--- src/rtl/lah_pkg.sv ---
package lah_pkg;
   // operand source choice for every bypass mux
   typedef enum logic {
      SRC_PIPE = 1'b0,
      SRC_WB   = 1'b1
   } src_e;
endpackage

--- src/rtl/lah_base_stall.sv ---
module lah_base_stall #(
   parameter int AW = 5
) (
   input  logic          id_is_load,
   input  logic          id_is_store,
   input  logic [AW-1:0] id_base,
   input  logic [AW-1:0] ex_rd,
   input  logic          ex_we,
   input  logic          ex_is_load,
   input  logic          ex_is_alu,
   output logic          stall
);
   logic id_needs_addr;
   logic ex_late_result;
   logic base_live;

   // address is formed in stage 3, producers finish at end of stage 4
   assign id_needs_addr  = id_is_load | id_is_store;
   assign ex_late_result = ex_we & (ex_is_load | ex_is_alu);
   assign base_live      = |id_base;
   assign stall          = id_needs_addr & ex_late_result & base_live & (ex_rd == id_base);
endmodule

--- src/rtl/lah_fwd_pick.sv ---
module lah_fwd_pick #(
   parameter int AW      = 5,
   parameter int N_NEWER = 0,
   localparam int NW     = (N_NEWER > 0) ? N_NEWER : 1
) (
   input  logic                en,
   input  logic [AW-1:0]       src,
   input  logic [AW-1:0]       wb_rd,
   input  logic                wb_we,
   input  logic [NW-1:0][AW-1:0] newer_rd,
   input  logic [NW-1:0]       newer_we,
   output logic                sel
);
   import lah_pkg::*;

   logic          src_live;
   logic          wb_hit;
   logic [NW-1:0] newer_hit;
   logic          shadowed;

   assign src_live = |src;
   assign wb_hit   = wb_we & (wb_rd == src);

   for (genvar i = 0; i < NW; i++) begin : g_newer
      assign newer_hit[i] = newer_we[i] & (newer_rd[i] == src);
   end

   // a newer writer of the same register supersedes the write-back value
   assign shadowed = (N_NEWER > 0) ? (|newer_hit) : 1'b0;

   always_comb begin
      sel = SRC_PIPE;
      if (en && src_live && wb_hit && !shadowed) sel = SRC_WB;
   end
endmodule

--- src/rtl/late_alu_hazard_unit.sv ---
module late_alu_hazard_unit #(
   parameter int AW           = 5,
   parameter bit ID_WB_BYPASS = 1'b1
) (
   input  logic [AW-1:0] id_rs1,
   input  logic [AW-1:0] id_rs2,
   input  logic          id_is_load,
   input  logic          id_is_store,
   input  logic [AW-1:0] ex_rs1,
   input  logic [AW-1:0] ex_rs2,
   input  logic [AW-1:0] ex_rd,
   input  logic          ex_we,
   input  logic          ex_is_load,
   input  logic          ex_is_alu,
   input  logic [AW-1:0] mem_rs1,
   input  logic [AW-1:0] mem_rs2,
   input  logic [AW-1:0] mem_rd,
   input  logic          mem_we,
   input  logic          mem_is_alu,
   input  logic          mem_is_store,
   input  logic [AW-1:0] wb_rd,
   input  logic          wb_we,
   output logic          stall,
   output logic          id_fwd_a,
   output logic          id_fwd_b,
   output logic          ex_fwd_a,
   output logic          ex_fwd_b,
   output logic          mem_fwd_a,
   output logic          mem_fwd_b
);
   import lah_pkg::*;

   localparam int NREGS = 1 << AW;

   if (AW < 1 || AW > 8) begin : g_bad_aw
      $error("late_alu_hazard_unit: AW must lie in 1..8");
   end
   if (NREGS < 2) begin : g_bad_nregs
      $error("late_alu_hazard_unit: need at least two registers");
   end

   // execute destination and memory destination as newer-producer lists
   logic [1:0][AW-1:0] id_newer_rd;
   logic [1:0]         id_newer_we;
   logic [0:0][AW-1:0] ex_newer_rd;
   logic [0:0]         ex_newer_we;
   logic [0:0][AW-1:0] mem_newer_rd;
   logic [0:0]         mem_newer_we;

   assign id_newer_rd  = {mem_rd, ex_rd};
   assign id_newer_we  = {mem_we, ex_we};
   assign ex_newer_rd  = mem_rd;
   assign ex_newer_we  = mem_we;
   assign mem_newer_rd = '0;
   assign mem_newer_we = '0;

   lah_base_stall #(.AW(AW)) u_stall (
      .id_is_load (id_is_load),
      .id_is_store(id_is_store),
      .id_base    (id_rs1),
      .ex_rd      (ex_rd),
      .ex_we      (ex_we),
      .ex_is_load (ex_is_load),
      .ex_is_alu  (ex_is_alu),
      .stall      (stall)
   );

   // decode bypass: optional, a write-first register file makes it redundant
   if (ID_WB_BYPASS) begin : g_id_bypass
      lah_fwd_pick #(.AW(AW), .N_NEWER(2)) u_id_a (
         .en(1'b1), .src(id_rs1), .wb_rd(wb_rd), .wb_we(wb_we),
         .newer_rd(id_newer_rd), .newer_we(id_newer_we), .sel(id_fwd_a)
      );
      lah_fwd_pick #(.AW(AW), .N_NEWER(2)) u_id_b (
         .en(1'b1), .src(id_rs2), .wb_rd(wb_rd), .wb_we(wb_we),
         .newer_rd(id_newer_rd), .newer_we(id_newer_we), .sel(id_fwd_b)
      );
   end else begin : g_id_plain
      assign id_fwd_a = SRC_PIPE;
      assign id_fwd_b = SRC_PIPE;
   end

   // stage 3: adder base and pass-through operands
   lah_fwd_pick #(.AW(AW), .N_NEWER(1)) u_ex_a (
      .en(1'b1), .src(ex_rs1), .wb_rd(wb_rd), .wb_we(wb_we),
      .newer_rd(ex_newer_rd), .newer_we(ex_newer_we), .sel(ex_fwd_a)
   );
   lah_fwd_pick #(.AW(AW), .N_NEWER(1)) u_ex_b (
      .en(1'b1), .src(ex_rs2), .wb_rd(wb_rd), .wb_we(wb_we),
      .newer_rd(ex_newer_rd), .newer_we(ex_newer_we), .sel(ex_fwd_b)
   );

   // stage 4: ALU operands, store data on the second port
   lah_fwd_pick #(.AW(AW), .N_NEWER(0)) u_mem_a (
      .en(mem_is_alu), .src(mem_rs1), .wb_rd(wb_rd), .wb_we(wb_we),
      .newer_rd(mem_newer_rd), .newer_we(mem_newer_we), .sel(mem_fwd_a)
   );
   lah_fwd_pick #(.AW(AW), .N_NEWER(0)) u_mem_b (
      .en(mem_is_alu | mem_is_store), .src(mem_rs2), .wb_rd(wb_rd), .wb_we(wb_we),
      .newer_rd(mem_newer_rd), .newer_we(mem_newer_we), .sel(mem_fwd_b)
   );
endmodule

--- config.mk ---
export PLATFORM = sky130hd
export DESIGN_NAME = late_alu_hazard_unit
export DESIGN_NICKNAME = d
export VERILOG_FILES = /design/src/rtl/lah_pkg.sv /design/src/rtl/lah_base_stall.sv /design/src/rtl/lah_fwd_pick.sv /design/src/rtl/late_alu_hazard_unit.sv
export SDC_FILE = /design/constraint.sdc
export NUM_CORES = 1
export LEC_CHECK = 0
export CORE_MARGIN = 4
export CORE_UTILIZATION = 50
export DETAILED_ROUTE_END_ITERATION = 12
export DONT_BUFFER_PORTS = 1
export PLACE_DENSITY_LB_ADDON = 0.25
export SYNTH_ARGS = -nofsm -noshare
export SYNTH_HDL_FRONTEND = slang
export SYNTH_HIERARCHICAL = 1
export SYNTH_SLANG_ARGS = --single-unit
--- constraint.sdc ---
create_clock -name vclk -period 1.8
set_clock_uncertainty 0.2 [all_clocks]
set_input_delay 0.09 -clock vclk [all_inputs]
set_output_delay 0.09 -clock vclk [all_outputs]
set_load 0.005 [all_outputs]
-- After elaboration in Yosys (flattened, before gate mapping)
Cells that the tools add are included.
- equal/unequal tests: 12
- mux-type cells: 6
- bitwise gates (word level): 19
- reduce and logical (&&, ||, !) cells: 24
- operator list (kind ; count):
    $eq 5x5->1 ; 12
    $reduce_or 5->1 ; 6
    $and 1x1->1 ; 16
    $logic_and 1x1->1 ; 12
    $mux 1 ; 6
    $logic_not 1->1 ; 4
    $reduce_or 2->1 ; 2
    $or 1x1->1 ; 3
- bits in registers: 0
- output and inout port bits: 7
- word-level logic and storage cells: 61

-- Depth between registers and ports, before layout
- word-level depth: 6
- depth in mapped cells: 4
- depth with buffers taken out: 4

-- Cells and area by module
Netlist, hierarchy kept.
- modules (own cells, without submodules) (module ; instances ; cells each ; area each (um^2) ; seq. area each (um^2)):
    lah_fwd_pick at g_id_bypass.u_id_a ... ; 2 ; 24 ; 183.9 ; 0.0
    lah_fwd_pick at u_ex_a ... ; 2 ; 17 ; 126.4 ; 0.0
    lah_fwd_pick at u_mem_a ... ; 2 ; 10 ; 76.3 ; 0.0
    lah_base_stall ; 1 ; 10 ; 81.3 ; 0.0
    late_alu_hazard_unit ; 1 ; 3 ; 13.8 ; 0.0

-- Least setup slack after synthesis
Ideal clock, no wire load.
- path type: in2out
- from: in id_rs1[0]
- to: out id_fwd_a
- arrival time: 789 ps
- path slack: 721 ps
- stages: 4
- cell sequence: xnor2_1 -> o2111ai_1 -> nor4_1 -> and4_1
- word-level cells in the longest chain between the ends: 6
- elaborated cells between the ends (all ways): 12
- ends and longest elaborated chain (item ; RTL line ; source):
    from (decl) ; late_alu_hazard_unit.sv:5 ; input logic [AW-1:0] id_rs1,
    $eq 5x5->1 ; lah_fwd_pick.sv:25 ; assign newer_hit[i] = newer_we[i] & (newer_rd[i] == src);
    $and 1x1->1 ; lah_fwd_pick.sv:25 ;
    $reduce_or 2->1 ; lah_fwd_pick.sv:29 ; assign shadowed = (N_NEWER > 0) ? (|newer_hit) : 1'b0;
    $logic_not 1->1 ; lah_fwd_pick.sv:33 ; if (en && src_live && wb_hit && !shadowed) sel = SRC_WB;
    $logic_and 1x1->1 (*) ; lah_fwd_pick.sv:33 ;
    $mux 1 (*) ; lah_fwd_pick.sv:33 ;
    to (decl) ; late_alu_hazard_unit.sv:24 ; output logic id_fwd_a,
Every way passes the cells marked *; elsewhere a longest branch is shown, timed or not.

-- Worst setup path in the final report
- from: in id_rs2[0]
- to: out id_fwd_b
- word-level cells in the longest chain between the ends: 6
- elaborated cells between the ends (all ways): 12
- ends and longest elaborated chain (item ; RTL line ; source):
    from (decl) ; late_alu_hazard_unit.sv:6 ; input logic [AW-1:0] id_rs2,
    $eq 5x5->1 ; lah_fwd_pick.sv:25 ;
    $and 1x1->1 ; lah_fwd_pick.sv:25 ;
    $reduce_or 2->1 ; lah_fwd_pick.sv:29 ;
    $logic_not 1->1 ; lah_fwd_pick.sv:33 ;
    $logic_and 1x1->1 (*) ; lah_fwd_pick.sv:33 ;
    $mux 1 (*) ; lah_fwd_pick.sv:33 ;
    to (decl) ; late_alu_hazard_unit.sv:25 ; output logic id_fwd_b,
Marks and branches as above.

==> results.json <==
{
  "ios": 61,
  "fp-row-count": 14,
  "power.density_nw_per_um2": 154,
  "min_path_cells": 2,
  "rsz0062_at_grt": "no",
  "dr.pass1.iters": 4,
  "drt_iter0_markers": 18,
  "routed_wl_mm": 2.50,
  "hold_path_end": "stall",
  "hold_ws_ns": 0.0944,
  "holdCritStartpoint": "ex_we",
  "nets": 173,
  "crit_arrival_ns": 0.91,
  "track_usage_pct": 20.2,
  "crit_required_ns": 1.51,
  "worstSetupStartpoint": "id_rs2[0]",
  "post_cts_buffers": 0,
  "tns_ns": 0,
  "routed_via_density": 6.43,
  "min_path_type": "input pin to output pin",
  "cp-start-kind": "input pin",
  "diodes": 0,
  "die_y_um": 49.6,
  "nFillCells": 168,
  "worstPathCellList": "xnor2_1 -> o2111ai_1 -> nor4_1 -> and4_1",
  "critPathSlowestCell": "nor4_1",
  "synthCells": 114,
  "multiInputGateArea_um2": 853,
  "fmax_mhz": 830,
  "gr-total-overflow": 0,
  "fin_crit_ns": 1.20,
  "num_vias": 855,
  "dieWidth_um": 49.6,
  "yosys_warnings": 6,
  "slew_violations": 0,
  "cap_violations": 0,
  "ant_nets": 0,
  "grt_pass1_vias": 930,
  "worstPathMaxFanout": 4,
  "cts.hold.buffers_added": 0,
  "setup.worst_path.end_class": "output pin",
  "clock_buffers": 0,
  "setup_viol": 0,
  "hpwl_mm": 2.14,
  "die_area_um2": 2460,
  "cts_resized": 0,
  "post-route-util_pct": 56.8,
  "power.total_uw": 138,
  "drc": 0,
  "synth_area_um2": 865,
  "dpl-instance-area_um2": 896,
  "ff_latch_area_um2": 0,
  "design.seq.count": 0,
  "avgSynthCellArea_um2": 7.58,
  "wire_per_inst_um": 18.8,
  "grt_pass1_wl_mm": 4.14,
  "area_growth_pct": 3.62,
  "initial_utilization_pct": 54.8,
  "finalHoldViolCount": 0,
  "critPathKind": "input pin to output pin",
  "status": "complete, no violations",
  "antenna_found_initial": 0,
  "ir_worst_vdd_mv": 0.0631,
  "grt_max_degree": 13,
  "leakagePower_nw": 0.303,
  "core-area_um2": 1580,
  "final_area_um2": 896,
  "period_share_pct": 66.9,
  "slowest_delay_ns": 0.30,
  "drive_above_1_share_pct": 2.56,
  "gp_congestion": 0.719,
  "io_buffers": 0
}
[layer usage]
metal	wire (µm)	vias up	track usage [%]
li1	-	422	-
met1	962	390	24.2
met2	1280	41	37.0
met3	252	2	5.12
met4	12	0	1.84
met5	0	-	0
[cells in the final DEF, fill, tap and decap left out]
cell type  count
xnor2_2        1
inv_1          6
or2_1          1
xnor2_1       21
o21ai_0        6
o221ai_1       1
nand3_1        8
o41ai_1        1
and3_1         2
a211oi_1       1
nor4_1        16
nand4_1        1
xor2_1        36
nor2_1         1
nor3b_2        2
nand2_1        1
and4_1         2
conb_1         4
o2111ai_1      6
[stage by stage]
stage          cells  setup slack (ns)
6_report         133             0.595
5_1_grt          133             0.530
4_1_cts          133             0.587
3_5_place_dp     133             0.587
3_3_place_gp     133             0.667
2_1_floorplan    117             0.721
[final cells by class]
cell class / count / share of cell area (%)
tap: 16 / 2.23
multi-input combinational: 111 / 95.3
inverter: 6 / 2.51
[worst max-delay path by stage]
stage	end	cells past startpoint
global route	id_fwd_b	4
global placement	id_fwd_a	4
finish	id_fwd_b	4
detailed placement	id_fwd_b	4
CTS	id_fwd_b	4
floorplan	id_fwd_a	4
[critical path, delay by kind of cell]
family	cells	cell delay (ns)
simple gates	2	0.54
compound gates	1	0.13
xor+xnor	1	0.15
[where the power goes]
group / total, mW / internal, mW / switching, mW
sequential: 0 / 0 / 0
clock: 0 / 0 / 0
combinational: 0.138 / 0.0870 / 0.0513
No activity file was read; power rests on OpenSTA's default activity.
